`src/rtl/mbx_irq_pkg.sv`:
```
package mbx_irq_pkg;
  localparam int unsigned REG_W = 8;
  localparam int unsigned SWI_W = REG_W - 1;

  typedef logic [REG_W-1:0] reg_t;
  typedef logic [SWI_W-1:0] swi_t;

  typedef struct packed {
    logic ec_src_wr;
    logic ec_mask_wr;
    logic ec_data_wr;
    logic host_src_w1c;
    logic host_mask_wr;
    logic host_data_rd;
  } strobe_t;

  typedef enum logic [1:0] {
    SEL_NONE = 2'd0,
    SEL_SRC  = 2'd1,
    SEL_MASK = 2'd2,
    SEL_DATA = 2'd3
  } rd_sel_e;
endpackage

```
`src/rtl/mbx_addr_dec.sv`:
```
module mbx_addr_dec
  import mbx_irq_pkg::*;
#(
  parameter int unsigned AW = 8,
  parameter logic [AW-1:0] EC_DATA_OFS   = 'h00,
  parameter logic [AW-1:0] EC_SRC_OFS    = 'h08,
  parameter logic [AW-1:0] EC_MASK_OFS   = 'h0C,
  parameter logic [AW-1:0] HOST_DATA_IDX = 'h01,
  parameter logic [AW-1:0] HOST_SRC_IDX  = 'h96,
  parameter logic [AW-1:0] HOST_MASK_IDX = 'h97
) (
  input  logic [AW-1:0] ec_addr_i,
  input  logic          ec_we_i,
  input  logic          ec_re_i,
  input  logic [AW-1:0] host_addr_i,
  input  logic          host_we_i,
  input  logic          host_re_i,
  output strobe_t       stb_o,
  output rd_sel_e       ec_sel_o,
  output rd_sel_e       host_sel_o
);
  rd_sel_e ec_hit, host_hit;

  always_comb begin
    if (ec_addr_i == EC_SRC_OFS)       ec_hit = SEL_SRC;
    else if (ec_addr_i == EC_MASK_OFS) ec_hit = SEL_MASK;
    else if (ec_addr_i == EC_DATA_OFS) ec_hit = SEL_DATA;
    else                               ec_hit = SEL_NONE;
  end

  always_comb begin
    if (host_addr_i == HOST_SRC_IDX)       host_hit = SEL_SRC;
    else if (host_addr_i == HOST_MASK_IDX) host_hit = SEL_MASK;
    else if (host_addr_i == HOST_DATA_IDX) host_hit = SEL_DATA;
    else                                   host_hit = SEL_NONE;
  end

  always_comb begin
    stb_o              = '0;
    stb_o.ec_src_wr    = ec_we_i   && (ec_hit == SEL_SRC);
    stb_o.ec_mask_wr   = ec_we_i   && (ec_hit == SEL_MASK);
    stb_o.ec_data_wr   = ec_we_i   && (ec_hit == SEL_DATA);
    stb_o.host_src_w1c = host_we_i && (host_hit == SEL_SRC);
    stb_o.host_mask_wr = host_we_i && (host_hit == SEL_MASK);
    // host data index is read-only; writes decode to nothing
    stb_o.host_data_rd = host_re_i && (host_hit == SEL_DATA);
  end

  assign ec_sel_o   = ec_re_i   ? ec_hit   : SEL_NONE;
  assign host_sel_o = host_re_i ? host_hit : SEL_NONE;
endmodule

```
`src/rtl/mbx_src_reg.sv`:
```
module mbx_src_reg
  import mbx_irq_pkg::*;
(
  input  logic clk_i,
  input  logic rst_ni,
  input  logic ec_wr_i,
  input  reg_t ec_wdata_i,
  input  logic host_w1c_i,
  input  reg_t host_wdata_i,
  input  logic mbx_set_i,
  input  logic mbx_clr_i,
  output reg_t src_o
);
  swi_t swi_q;
  logic flag_q;

  // controller write has priority over host acknowledge
  always_ff @(posedge clk_i or negedge rst_ni) begin
    if (!rst_ni)         swi_q <= '0;
    else if (ec_wr_i)    swi_q <= ec_wdata_i[REG_W-1:1];
    else if (host_w1c_i) swi_q <= swi_q & ~host_wdata_i[REG_W-1:1];
  end

  // set beats clear on collision
  always_ff @(posedge clk_i or negedge rst_ni) begin
    if (!rst_ni)        flag_q <= 1'b0;
    else if (mbx_set_i) flag_q <= 1'b1;
    else if (mbx_clr_i) flag_q <= 1'b0;
  end

  assign src_o = {swi_q, flag_q};

  assert_flag_set_R3: assert property (@(posedge clk_i) disable iff (!rst_ni)
    mbx_set_i |=> src_o[0]);
  assert_flag_clr_R4: assert property (@(posedge clk_i) disable iff (!rst_ni)
    (mbx_clr_i && !mbx_set_i) |=> !src_o[0]);
  assert_flag_hold_R5: assert property (@(posedge clk_i) disable iff (!rst_ni)
    (!mbx_set_i && !mbx_clr_i) |=> $stable(src_o[0]));
  assert_swi_ec_wins_R7: assert property (@(posedge clk_i) disable iff (!rst_ni)
    ec_wr_i |=> (src_o[REG_W-1:1] == $past(ec_wdata_i[REG_W-1:1])));
  assert_swi_w1c_R6: assert property (@(posedge clk_i) disable iff (!rst_ni)
    (host_w1c_i && !ec_wr_i) |=> ((src_o[REG_W-1:1] & $past(host_wdata_i[REG_W-1:1])) == '0));
  assert_swi_hold_R6: assert property (@(posedge clk_i) disable iff (!rst_ni)
    (!host_w1c_i && !ec_wr_i) |=> $stable(src_o[REG_W-1:1]));
endmodule

```
`src/rtl/mbx_rw_reg.sv`:
```
module mbx_rw_reg
  import mbx_irq_pkg::*;
#(
  parameter bit HAS_HOST_WR = 1'b1
) (
  input  logic clk_i,
  input  logic rst_ni,
  input  logic ec_wr_i,
  input  reg_t ec_wdata_i,
  input  logic host_wr_i,
  input  reg_t host_wdata_i,
  output reg_t q_o
);
  reg_t q;
  logic host_wr;

  generate
    if (HAS_HOST_WR) begin : g_host
      assign host_wr = host_wr_i;
    end else begin : g_ec_only
      assign host_wr = 1'b0;
    end
  endgenerate

  always_ff @(posedge clk_i or negedge rst_ni) begin
    if (!rst_ni)      q <= '0;
    else if (ec_wr_i) q <= ec_wdata_i;
    else if (host_wr) q <= host_wdata_i;
  end

  assign q_o = q;

  assert_ec_wr_R8: assert property (@(posedge clk_i) disable iff (!rst_ni)
    ec_wr_i |=> (q_o == $past(ec_wdata_i)));
  assert_idle_hold_R2: assert property (@(posedge clk_i) disable iff (!rst_ni)
    (!ec_wr_i && !host_wr) |=> $stable(q_o));
endmodule

```
`src/rtl/mbx_irq_out.sv`:
```
module mbx_irq_out
  import mbx_irq_pkg::*;
(
  input  logic clk_i,
  input  logic rst_ni,
  input  reg_t src_i,
  input  reg_t mask_i,
  output logic irq_o
);
  logic irq_q;

  always_ff @(posedge clk_i or negedge rst_ni) begin
    if (!rst_ni) irq_q <= 1'b0;
    else         irq_q <= |(src_i & mask_i);
  end

  assign irq_o = irq_q;

  assert_irq_quiet_R9: assert property (@(posedge clk_i) disable iff (!rst_ni)
    ((src_i & mask_i) == '0) |=> !irq_o);
  assert_irq_raise_R9: assert property (@(posedge clk_i) disable iff (!rst_ni)
    ($countones(src_i & mask_i) != 0) |=> irq_o);
endmodule

```
`src/rtl/mbx_irq_regs.sv`:
```
module mbx_irq_regs
  import mbx_irq_pkg::*;
#(
  parameter int unsigned AW = 8,
  parameter logic [AW-1:0] EC_DATA_OFS   = 'h00,
  parameter logic [AW-1:0] EC_SRC_OFS    = 'h08,
  parameter logic [AW-1:0] EC_MASK_OFS   = 'h0C,
  parameter logic [AW-1:0] HOST_DATA_IDX = 'h01,
  parameter logic [AW-1:0] HOST_SRC_IDX  = 'h96,
  parameter logic [AW-1:0] HOST_MASK_IDX = 'h97
) (
  input  logic          clk_i,
  input  logic          rst_ni,
  input  logic [AW-1:0] ec_addr_i,
  input  logic          ec_we_i,
  input  logic [7:0]    ec_wdata_i,
  input  logic          ec_re_i,
  output logic [7:0]    ec_rdata_o,
  input  logic [AW-1:0] host_addr_i,
  input  logic          host_we_i,
  input  logic [7:0]    host_wdata_i,
  input  logic          host_re_i,
  output logic [7:0]    host_rdata_o,
  output logic          host_irq_o
);
  strobe_t stb;
  rd_sel_e ec_sel, host_sel;
  reg_t    src, mask, data;
  reg_t    ec_rd_d, host_rd_d, ec_rd_q, host_rd_q;

  mbx_addr_dec #(
    .AW(AW), .EC_DATA_OFS(EC_DATA_OFS), .EC_SRC_OFS(EC_SRC_OFS),
    .EC_MASK_OFS(EC_MASK_OFS), .HOST_DATA_IDX(HOST_DATA_IDX),
    .HOST_SRC_IDX(HOST_SRC_IDX), .HOST_MASK_IDX(HOST_MASK_IDX)
  ) u_dec (
    .ec_addr_i, .ec_we_i, .ec_re_i,
    .host_addr_i, .host_we_i, .host_re_i,
    .stb_o(stb), .ec_sel_o(ec_sel), .host_sel_o(host_sel)
  );

  mbx_src_reg u_src (
    .clk_i, .rst_ni,
    .ec_wr_i(stb.ec_src_wr), .ec_wdata_i(ec_wdata_i),
    .host_w1c_i(stb.host_src_w1c), .host_wdata_i(host_wdata_i),
    .mbx_set_i(stb.ec_data_wr), .mbx_clr_i(stb.host_data_rd),
    .src_o(src)
  );

  mbx_rw_reg #(.HAS_HOST_WR(1'b1)) u_mask (
    .clk_i, .rst_ni,
    .ec_wr_i(stb.ec_mask_wr), .ec_wdata_i(ec_wdata_i),
    .host_wr_i(stb.host_mask_wr), .host_wdata_i(host_wdata_i),
    .q_o(mask)
  );

  mbx_rw_reg #(.HAS_HOST_WR(1'b0)) u_data (
    .clk_i, .rst_ni,
    .ec_wr_i(stb.ec_data_wr), .ec_wdata_i(ec_wdata_i),
    .host_wr_i(1'b0), .host_wdata_i('0),
    .q_o(data)
  );

  mbx_irq_out u_irq (
    .clk_i, .rst_ni, .src_i(src), .mask_i(mask), .irq_o(host_irq_o)
  );

  // controller never sees the delivery flag
  always_comb begin
    unique case (ec_sel)
      SEL_SRC:  ec_rd_d = {src[REG_W-1:1], 1'b0};
      SEL_MASK: ec_rd_d = mask;
      SEL_DATA: ec_rd_d = data;
      default:  ec_rd_d = '0;
    endcase
  end

  always_comb begin
    unique case (host_sel)
      SEL_SRC:  host_rd_d = src;
      SEL_MASK: host_rd_d = mask;
      SEL_DATA: host_rd_d = data;
      default:  host_rd_d = '0;
    endcase
  end

  always_ff @(posedge clk_i or negedge rst_ni) begin
    if (!rst_ni) begin
      ec_rd_q   <= '0;
      host_rd_q <= '0;
    end else begin
      if (ec_re_i)   ec_rd_q   <= ec_rd_d;
      if (host_re_i) host_rd_q <= host_rd_d;
    end
  end

  assign ec_rdata_o   = ec_rd_q;
  assign host_rdata_o = host_rd_q;

  assert_ec_flag_hidden_R5: assert property (@(posedge clk_i) disable iff (!rst_ni)
    (ec_re_i && ec_addr_i == EC_SRC_OFS) |=> !ec_rdata_o[0]);
  assert_ec_rd_hold_R10: assert property (@(posedge clk_i) disable iff (!rst_ni)
    !ec_re_i |=> $stable(ec_rdata_o));
  assert_host_rd_hold_R10: assert property (@(posedge clk_i) disable iff (!rst_ni)
    !host_re_i |=> $stable(host_rdata_o));
  assert_host_unmapped_R10: assert property (@(posedge clk_i) disable iff (!rst_ni)
    (host_re_i && host_addr_i != HOST_SRC_IDX && host_addr_i != HOST_MASK_IDX &&
     host_addr_i != HOST_DATA_IDX) |=> (host_rdata_o == '0));
  assert_mbx_rd_R2: assert property (@(posedge clk_i) disable iff (!rst_ni)
    (host_re_i && host_addr_i == HOST_DATA_IDX && !ec_we_i) |=> (host_rdata_o == $past(data)));
endmodule

```
`config.mk`:
```
export PLATFORM = sky130hd
export DESIGN_NAME = mbx_irq_regs
export DESIGN_NICKNAME = d
export VERILOG_FILES = /design/src/rtl/mbx_irq_pkg.sv /design/src/rtl/mbx_addr_dec.sv /design/src/rtl/mbx_src_reg.sv /design/src/rtl/mbx_rw_reg.sv /design/src/rtl/mbx_irq_out.sv /design/src/rtl/mbx_irq_regs.sv
export SDC_FILE = /design/constraint.sdc
export NUM_CORES = 1
export LEC_CHECK = 0
export ABC_CLOCK_PERIOD_IN_PS = 1600
export BUFFER_PORTS_ARGS = -buffer_cell sky130_fd_sc_hd__buf_2
export CORE_ASPECT_RATIO = 1.1
export CORE_UTILIZATION = 50
export CTS_CLUSTER_DIAMETER = 100
export DETAILED_ROUTE_END_ITERATION = 6
export HOLD_SLACK_MARGIN = 0.02
export PLACE_DENSITY = 0.79
export SLEW_MARGIN = 40
export SYNTH_ARGS = -nofsm -noshare
export SYNTH_HDL_FRONTEND = slang
export SYNTH_HIERARCHICAL = 1
export SYNTH_SLANG_ARGS = --single-unit
```
`constraint.sdc`:
```
create_clock -name clk_i -period 1.6 [get_ports clk_i]
set_clock_uncertainty 0.15 [all_clocks]
set_input_delay 0.08 -clock clk_i [delete_from_list [all_inputs] [get_ports clk_i]]
set_output_delay 0.08 -clock clk_i [all_outputs]
set_load 0.02 [all_outputs]
```
# == Yosys cells after proc, flatten, opt, wreduce, memory -nomap -nowiden ==
# Index checks and enable logic that the tools add are counted.
# totals
inputBits,38
romBits,0
register_bits,41
latch_bits,0
word_cells,54
memories,0
ramBits,0
output_inout_bits,17
# classes
n_mux,16
add_sub_neg,0
bitwise_logic,3
multipliers,0
div,0
n_lt_le_gt_ge,0
eq_ne,17
n_shift,0
reduce_logical,11
# ops
operator,count
8-bit case mux with 3 select lines,2
"2-bit equality test, second input constant",8
"8-bit by 4-bit equality test with 1-bit output, second input constant",2
"8-bit equality test, second input constant",2
2-bit 2-to-1 mux,8
8-bit 2-to-1 mux,2
7-bit 2-to-1 mux,2
8-bit bitwise AND,1
"2-bit by 1-bit equality test with 1-bit output, second input constant",4
"8-bit by 1-bit equality test with 1-bit output, second input constant",1
8-bit zero test,1
8-bit OR reduction,1
7-bit bitwise AND,1
7-bit inverter,1
1-bit logical AND,6
2-bit nonzero test,3
1-bit 2-to-1 mux,2

# == Longest topological paths before layout ==
# Gate-level depths: netlist of the first run.
# depth
depth_word,8
depth_mapped,7

# == By module ==
# The synthesis of the first run kept the hierarchy.
# by_module_without_submodules
module,cells_per_inst,n_inst,seq_area_each_um2,area_per_inst_um2
mbx_irq_regs,90,1,400.4,983.4
mbx_rw_reg (u_mask),34,1,200.2,372.9
mbx_src_reg,33,1,200.2,355.3
mbx_rw_reg (u_data),17,1,200.2,331.6
mbx_addr_dec,28,1,0.0,181.4
mbx_irq_out,6,1,25.0,61.3

# == Worst setup path after synthesis of the first run ==
# Ideal clock, no wire load.
# synth_timing
path_type,input port to flip-flop
startpoint,input host_addr_i[6]
endpoint,register u_src.swi_q[6]
setup_ns,0.140
cell_stages,5
path_slack_ns,-0.115
path_buffers,0
t_arrival_ns,1.424
path_cell_list,nand4bb_4 -> or2_2 -> nor4_1 -> a21bo_2 -> o21ai_0
# synth_rtl
element,line_no,source
start: declaration,mbx_irq_regs.sv:19,"input logic [AW-1:0] host_addr_i,"
end signal: assignment,mbx_src_reg.sv:20,else if (ec_wr_i) swi_q <= ec_wdata_i[REG_W-1:1];
end signal: assignment,mbx_src_reg.sv:21,else if (host_w1c_i) swi_q <= swi_q & ~host_wdata_i[REG_W-1:1];
end: declaration,mbx_src_reg.sv:14,swi_t swi_q;

# == Worst setup path in the final report of the first run ==
# layout_timing
startpoint,input host_addr_i[6]
endpoint,"register host_rd_q[5], in the netlist host_rdata_o[5]"
# layout_between
elab_chain_cells,7
# layout_rtl
element,line_no,source
8-bit by 1-bit equality test with 1-bit output,mbx_addr_dec.sv:34,else if (host_addr_i == HOST_DATA_IDX) host_hit = SEL_DATA;
2-bit 2-to-1 mux,mbx_addr_dec.sv:34,
2-bit 2-to-1 mux,mbx_addr_dec.sv:33,else if (host_addr_i == HOST_MASK_IDX) host_hit = SEL_MASK;
2-bit 2-to-1 mux (*),mbx_addr_dec.sv:32,if (host_addr_i == HOST_SRC_IDX) host_hit = SEL_SRC;
2-bit 2-to-1 mux (*),mbx_addr_dec.sv:50,assign host_sel_o = host_re_i ? host_hit : SEL_NONE;
via host_sel[1],mbx_irq_regs.sv:27,"rd_sel_e ec_sel, host_sel;"
2-bit equality test / 2-bit by 1-bit equality test with 1-bit output (equally long branches),mbx_irq_regs.sv:78,unique case (host_sel)
8-bit case mux with 3 select lines (*),mbx_irq_regs.sv:78,
end signal: assignment,mbx_irq_regs.sv:92,if (host_re_i) host_rd_q <= host_rd_d;
end: declaration,mbx_irq_regs.sv:29,"reg_t ec_rd_d, host_rd_d, ec_rd_q, host_rd_q;"
# The timed path passes the listed nets; every way through them passes the cells marked *.
# A chain may end at the register's enable or synchronous reset.

==> results.md, run 1 <==
* Status: completed
* Core Region at 4350 um2
* Comb power frac at 11.5%
* Gr ovfl total at 0
* TritonCTS clock tree: yes
* CTS buffer count at 5
* Area occupied by multi-input gates at 1090 um2
* Max Cap Violations at 0
* Max Fclk at 0.642 GHz
* Mapped Nets at 245
* CP Max Fanout at 16
* Hold WC Path Type: in -> async
* CP endpoint kind: flip-flop
* Longest Clk Path Bufs at 2
* Slew Limit Headroom at 69.6%
* Pwr Total at 2170 uW
* Crit. Startpoint: host_addr_i[6]
* DR WL/cell at 15.3 um
* Vias in the first global route at 1846
* Critical Path Start Type: input pin
* Postcts setup bufs at 0
* Clk_lat worst skew at 290 ps
* YS warnings at 6
* Starting density of the core at 52.5%
* Final Hold Fails at 0
* Final non-filler cell total at 349
* Tcrit/Tclk final at 97.4%
* DR DRC count at 0
* Register-to-Register Path Depth at 2
* Largest net degree at the start of global routing at 21
* Final min period at 1560 ps
* Clock share of power at 36.7%
* Clk root buf: clkbuf_8
* Post-synthesis cell area at 2280 um2
* Ant diodes at 0
* Register Area at 1030 um2
* WL final at 5350 um
* Design Area, Final at 2980 um2
* Hold WS at 102 ps
* Area Overhead vs Synth at 30.5%
* Full die area at 4840 um2
* Avg Cell Area, Syn at 11.0 um2
* First-pass GRT wire length at 8830 um
* Port Buffers at 54
* Critical path type: in -> reg
* CTS HTree Levels at 2
* Placer Congestion at 0.774
* Clock Sink Count at 41
* Via count at 1948
* Reg2reg start: u_mask/q_o[4]
* LEAKAGE at 0.00130 uW
* Die width at 66.4 um
* Boundary Pins at 55
* Pint at 1660 uW
* Sequential share of power at 51.8%
* Final layout net count at 333
* Initial antenna violation count at 0
* Vias/cell at 5.58
* Total track usage at 24.3%
* Tightest Pin Transition at 450 ps
* Endpoints failing setup at 0
* Row Count at 25
* Slew Viols, Final at 0
* DRT antenna net count at 0
* Area post-placement at 2700 um2
* Worst-path clk slew at 80 ps
* First-pass detailed-route iteration total at 4
* Max VDD drop at 0.370 mV
* Dpl cells at 325
* P per Cell Area at 728 nW/um2
* Sw frac at 23.2%
* Share of layout cells above drive strength 1 at 36.3%
* HPWL after DPL at 3980 um
* Die height at 72.9 um
* Unrepaired setup endpoints after global routing: false
* Net switching power at 503 uW
* DRT iter0 DRCs at 129
* WP data required at 1610 ps
* Filler cells at 324
* Data arrival, critical path at 1570 ps
* Syn Inst Count at 207
per-stage QoR:
stage / setup TNS [ps] / setup WS (ps) / util (%)
3_5_place_dp: -2870 / -163 / 62.0
4_1_cts: 0 / 94.5 / 68.3
2_1_floorplan: 0 / 17.3 / -
6_report: 0 / 41.9 / 68.5
5_1_grt: 0 / 3.06 / 68.5
3_3_place_gp: -1850 / -113 / 62.0
registers in the layout, summed over array words and instances (netlist names):
name / count
u_src/swi_q: 7
u_mask/q_o: 8
u_irq/irq_o: 1
ec_rdata_o: 8
u_data/q_o: 8
host_rdata_o: 8
u_src/flag_q: 1
area by class of cell:
cell class              count  area share [%]
multi-input cells         135            36.5
flip-flops and latches     41            34.5
repair buffers             94            21.0
clock buffers               5            2.31
inverters                  18            2.27
well taps                  54            2.27
clock inverters             2            1.18
timing repair:
action | in CTS | in global routing
gates resized for setup | 0 | 1
hold endpoints to repair | 64 | 0
hold buffers | 17 | 0
setup endpoints to repair | 0 | 1
path summary, 6_finish.rpt:
kind | to | slack, ps
worst min register to register | ec_rdata_o[0] | 380
min in group clk_i | ec_rdata_o[0] | 100
worst max register to register | u_irq/irq_o | 540
worst max-delay path | host_rdata_o[5] | 40
max in group asynchronous | ec_rdata_o[4] | 680
worst min-delay path | ec_rdata_o[6] | 100
worst max-delay path, stage by stage:
cell and delay (ps):
buf_2 120, nand4bb_4 240, o41ai_1 470, a21oi_1 80, buf_4 220, mux2i_1 210, o221ai_1 150
power by group through the flow:
stage / Sequential, uW / Clock, uW / Combinational, uW
6_report: 1120 / 796 / 248
2_1_floorplan: 1130 / 0 / 101
4_1_cts: 1120 / 808 / 247
3_5_place_dp: 1140 / 0 / 214
3_3_place_gp: 1140 / 0 / 206
5_1_grt: 1130 / 854 / 274
routing by layer:
metal | track usage (%) | up-vias | wire length [um]
met4 | 10.4 | 0 | 114
li1 | - | 943 | -
met3 | 3.75 | 11 | 229
met5 | 0 | - | 0
met2 | 39.5 | 71 | 2580
met1 | 32.2 | 923 | 2430
layout by cell type, fill, tap and decap left out, drive strengths merged:
cell / n
nor3: 1
nor2: 5
o41ai: 1
nand2: 22
a21bo: 7
bufinv: 1
clkbuf: 5
o22ai: 1
nand3: 1
o221ai: 15
or4: 1
xnor2: 1
a21boi: 1
or2: 2
nor3b: 1
dfrtp: 41
dlygate4sd3: 17
nor4b: 2
a21oi: 1
nand4bb: 1
nand4b: 16
nand4: 1
o21ai: 15
mux2i: 24
clkinv: 1
buf: 77
nor4: 3
inv: 18
a21o: 1
a22oi: 4
mux2: 8
Power figures use the tool's default switching activity.
==> inputs of run 2 (changes only) <==
--- a/config.mk
+++ b/config.mk
@@ -13,6 +13,7 @@
 export DETAILED_ROUTE_END_ITERATION = 6
 export HOLD_SLACK_MARGIN = 0.02
 export PLACE_DENSITY = 0.79
+export SKIP_CTS_REPAIR_TIMING = 1
 export SLEW_MARGIN = 40
 export SYNTH_ARGS = -nofsm -noshare
 export SYNTH_HDL_FRONTEND = slang
==> constraint.sdc (replaced) <==
create_clock -name clk_i -period 1.6 [get_ports clk_i]
set_clock_uncertainty 0.15 [all_clocks]
set_input_delay 0.32 -clock clk_i [delete_from_list [all_inputs] [get_ports clk_i]]
set_output_delay 0.32 -clock clk_i [all_outputs]
set_load 0.02 [all_outputs]
==> run 2 against run 1 <==
The run now ends with negative setup slack left. Maximum frequency shrank 11%. Clock power fell by 7.2%. Via count shrank 1.3%. Largest power group unchanged. Clock-buffer cell count increased by 2. Combinational power is 3% higher. Largest cell class unchanged. Critical path type unchanged. Critical endpoint is now host_rdata_o[2]. Critical path depth shrank 1. Routed wire length is 5.5% higher. Sequential share of layout area shrank 0.79 points.
==> results.md, run 2 (same netlist as run 1, synthesis figures left out) <==
* Ant diodes at 0
* Area occupied by multi-input gates at 1240 um2
* Slew Viols, Final at 0
* First-pass detailed-route iteration total at 4
* Most frequent cells in the layout: 51 x buf_2, 41 x dfrtp_1, 23 x mux2i_1, 19 x nand2_1, 18 x inv_1
* Hold WC Path Type: in -> reg
* Max VDD drop at 0.609 mV
* WL final at 5650 um
* Total track usage at 24.6%
* Tightest Pin Transition at 412 ps
* Register Area at 1030 um2
* Setup TNS at -994 ps
* Largest net degree at the start of global routing at 26
* TritonCTS clock tree: yes
* Final layout net count at 317
* Clk_lat worst skew at 290 ps
* Post-route setup slack at -150 ps
* Worst-path cell chain: buf_6 > nand4bb_4 > or4_4 > a21boi_4 > nand2_4 > o221ai_1
* Critical Path Start Type: input pin
* Clk root buf: clkbuf_8
* Commonest non-fill, non-tap cell in the layout: buf_2
* Place WS at -446 ps
* Share of layout cells above drive strength 1 at 44.3%
* Placer Congestion at 0.759
* Critical path type: in -> reg
* Gr ovfl total at 0
* Port Buffers at 54
* Filler cells at 313
* CTS HTree Levels at 2
* Area post-placement at 2790 um2
* DR WL/cell at 16.9 um
* CP bufs+invs at 1
* Boundary Pins at 55
* Final Hold Fails at 0
* WP data required at 1660 ps
* Tcrit/Tclk final at 109%
* Die height at 72.9 um
* Row Count at 25
* Vias in the first global route at 1879
* DRT antenna net count at 0
* CP Max Fanout at 8
* Final Core Density at 70.1%
* Area Overhead vs Synth at 33.6%
* Endpoints failing setup at 10
* Worst-path clk slew at 80 ps
* Data arrival, critical path at 1810 ps
* Max Cap Violations at 0
* Longest Clk Path Bufs at 2
* CP max stage delay at 580 ps
* Die width at 66.4 um
* Unrepaired setup endpoints after global routing: true
* DR DRC count at 0
* Starting density of the core at 52.5%
* Clock Sink Count at 41
* Full die area at 4840 um2
* CP endpoint kind: flip-flop
* P per Cell Area at 695 nW/um2
* Crit-path leading delay family: simple AND/OR/NAND/NOR gates
* Status: finished with violations
* Slew Limit Headroom at 72.5%
* Final min period at 1750 ps
* HPWL after DPL at 4000 um
* LEAKAGE at 0.00131 uW
* Pwr Total at 2120 uW
* CTS buffer count at 5
* First-pass GRT wire length at 8950 um
* Slowest cell on the critical path: or4_4
* Via count at 1923
* Max Fclk at 0.572 GHz
* Design Area, Final at 3050 um2
* Initial antenna violation count at 0
* Core Region at 4350 um2
* DRT iter0 DRCs at 106
* Vias/cell at 5.76
* Failing checks: negative setup slack
==> run 2: cell count changes in the layout (fill, tap and decap cells not counted), sizes merged <==
cell / before / now
buf: 77 / 75
a21boi: 1 / 2
bufinv: 1 / 0
clkbuf: 5 / 8
dlygate4sd3: 17 / 1
==> run 2: report_power, final <==
group          switching, uW  leakage [uW]  internal [uW]  total [uW]
combinational            128      0.000688            126         255
clock                    349     0.0000542            390         739
sequential              49.2      0.000567           1080        1130
total                    527       0.00131           1590        2120
==> run 2: path summary, 6_finish.rpt <==
check                               start              end  slack [ps]  depth (start not counted)
max                        host_addr_i[5]  host_rdata_o[2]        -150                          6
min                         ec_wdata_i[7]   u_src/swi_q[6]         130                          3
max reg2reg                 u_mask/q_o[4]      u_irq/irq_o         460                          2
min reg2reg                  u_src/flag_q     u_src/flag_q         380                          1
max in group asynchronous          rst_ni    u_mask/q_o[7]         500                          3
min in group asynchronous          rst_ni    ec_rdata_o[6]         330                          2
==> run 2: final cells by class <==
type                       instances  area share (%)
tap                               54            2.22
timing repair buffer              77            18.0
inverter                          18            2.22
clock buffer                       7            3.16
multi-input combinational        136            40.6
clock inverter                     1           0.164
sequential                        41            33.7
==> run 2: worst reg2reg max path: cells and delay by family (launching register included) <==
| kind | cells | cell delay, ps |
|---|---|---|
| flops | 1 | 430 |
| simple gates | 1 | 160 |
| compound gates | 1 | 260 |
==> run 2: metrics by stage <==
stage          hold slack [ps]  std cells
2_1_floorplan             -126        207
3_3_place_gp               114        322
3_5_place_dp               118        322
4_1_cts                   -200        330
5_1_grt                    120        334
6_report                   126        334
==> run 2: routing by layer <==
layer | wire length [um] | part of all wire, % | vias up | global-route usage (%)
met5 | 0 | 0 | - | 0
met4 | 81 | 1.4 | 0 | 8.51
met3 | 319 | 5.7 | 8 | 4.38
met2 | 2850 | 51 | 75 | 39.9
met1 | 2390 | 42 | 927 | 33.1
li1 | - | - | 913 | -
==> inputs of run 3 (changes only) <==
--- a/config.mk
+++ b/config.mk
@@ -5,6 +5,7 @@
 export SDC_FILE = /design/constraint.sdc
 export NUM_CORES = 1
 export LEC_CHECK = 0
+export ABC_AREA = 1
 export ABC_CLOCK_PERIOD_IN_PS = 1600
 export BUFFER_PORTS_ARGS = -buffer_cell sky130_fd_sc_hd__buf_2
 export CORE_ASPECT_RATIO = 1.1
==> run 3 against run 2 <==
Clock power is 11% lower. Via count rose by 24%. Hold slack worse by 30 ps. Synthesized cell count is 61% higher. Routed wire length increased by 0.37%. Final area shrank 5.3%. The flow now finishes without violations. First-iteration DRC count up 49%.
==> results.md, run 3 <==
* Status: completed
* Crit. Startpoint: ec_addr_i[5]
* CTS HTree Levels at 2
* Clk root buf: clkbuf_8
* P per Cell Area at 689 nW/um2
* YS warnings at 6
* First-pass detailed-route iteration total at 4
* Ant diodes at 0
* Commonest non-fill, non-tap cell in the layout: nand2_1
* Critical path type: in -> reg
* Mapped Nets at 371
* HP Start: ec_wdata_i[7]
* CP Max Fanout at 8
* DRT iter0 DRCs at 158
* Filler cells at 411
* R2r endpoint: u_irq/irq_o
* WP data required at 1640 ps
* Data arrival, critical path at 1490 ps
* Largest net degree at the start of global routing at 25
* HPWL after DPL at 4430 um
* Hold Crit Depth at 3
* CP max stage delay at 240 ps
* DR DRC count at 0
* Gr ovfl total at 0
* Full die area at 4980 um2
* Worst-path clk slew at 80 ps
* Share of layout cells above drive strength 1 at 24.8%
* Critical Path Start Type: input pin
* Via count at 2380
* Setup TNS at 0 ps
* Slowest cell on the critical path: or2_4
* R2r setup slk at 520 ps
* Avg Cell Area, Syn at 7.06 um2
* Final Hold Fails at 0
* Slew Viols, Final at 0
* Design Area, Final at 2890 um2
* Core Region at 4410 um2
* CTS buffer count at 5
* Register-to-Register Path Depth at 4
* Total track usage at 26.0%
* CP endpoint kind: flip-flop
* Clock Sink Count at 41
* Die height at 73.9 um
* Max Fclk at 0.692 GHz
* Hold WC Path Type: in -> reg
* Placer Congestion at 0.914
* Slew Limit Headroom at 72.6%
* Max Cap Violations at 0
* Max VDD drop at 0.709 mV
* Longest Clk Path Bufs at 2
* Syn Inst Count at 333
* LEAKAGE at 0.00164 uW
* Port Buffers at 54
* WL final at 5670 um
* Tightest Pin Transition at 411 ps
* Vias in the first global route at 2159
* Final min period at 1440 ps
* First-pass GRT wire length at 9550 um
* Area Overhead vs Synth at 22.9%
* Tcrit/Tclk final at 90.3%
* Endpoints failing setup at 0
* Row Count at 25
* Boundary Pins at 55
* TritonCTS clock tree: yes
* Worst-path cell chain: buf_2 > or2_4 > nor2_4 > nand2_2 > nor2_1 > buf_4 > inv_2 > nand3_1 > nand3_1 > nand2_1 > nand2_1
* DR WL/cell at 12.3 um
* DRT antenna net count at 0
* Area post-placement at 2790 um2
* Hold endpoint: u_src/swi_q[6]
* Clk_lat worst skew at 300 ps
* Final layout net count at 444
* Post-synthesis cell area at 2350 um2
* Most frequent cells in the layout: 138 x nand2_1, 85 x nand3_1, 54 x buf_2, 41 x dfrtp_1, 22 x buf_4
* Die width at 67.4 um
* Starting density of the core at 53.3%
* Initial antenna violation count at 0
* Vias/cell at 5.16
* Unrepaired setup endpoints after global routing: false
* Reg2reg start: u_src/swi_q[4]
run 3: report_power, final:
group | internal (uW) | switching, uW
Combinational | 83.7 | 113
Sequential | 1080 | 55.9
Clock | 302 | 356
run 3: worst max-delay path by stage:
stage                     slack [ps]              end  depth (start not counted)
final                            160    ec_rdata_o[3]                         11
after global routing              10    ec_rdata_o[6]                         11
after CTS                        130  host_rdata_o[7]                         11
after detailed placement        -170  host_rdata_o[7]                         11
after global placement          -140  host_rdata_o[7]                         11
after floorplan                   50    ec_rdata_o[7]                         10
run 3: per-stage QoR:
stage / instances / hold WS [ps] / power (uW) / util, % / worst slack (ps)
floorplan: 333 / -126 / 1220 / - / 47.8
global placement: 452 / 118 / 1340 / 63.3 / -137
detailed placement: 452 / 122 / 1350 / 63.3 / -172
CTS: 460 / -198 / 2000 / 65.2 / 134
global route: 461 / 114 / 2080 / 65.5 / 9.62
finish: 461 / 96.1 / 1990 / 65.5 / 156
run 3: worst max-delay path, delay by kind of cell:
kind | cells | cell delay, ps
simple gates | 8 | 810
buf+inv | 3 | 340
run 3: area by class of cell:
cell class	instances	area, um2	share of cell area (%)
clock buffer	6	72.6	2.51
timing repair buffer	81	526	18.2
sequential	41	1030	35.5
tap	54	67.6	2.34
inverter	24	90.1	3.12
multi-input combinational	253	1100	38.0
clock inverter	2	10.0	0.347
run 3: layer usage:
layer	track usage [%]	vias up	share of wire, %
met5	0	-	0
met4	11.8	0	3.4
met3	5.90	22	6.0
met2	41.0	88	46
met1	33.8	1060	44
li1	-	1210	-
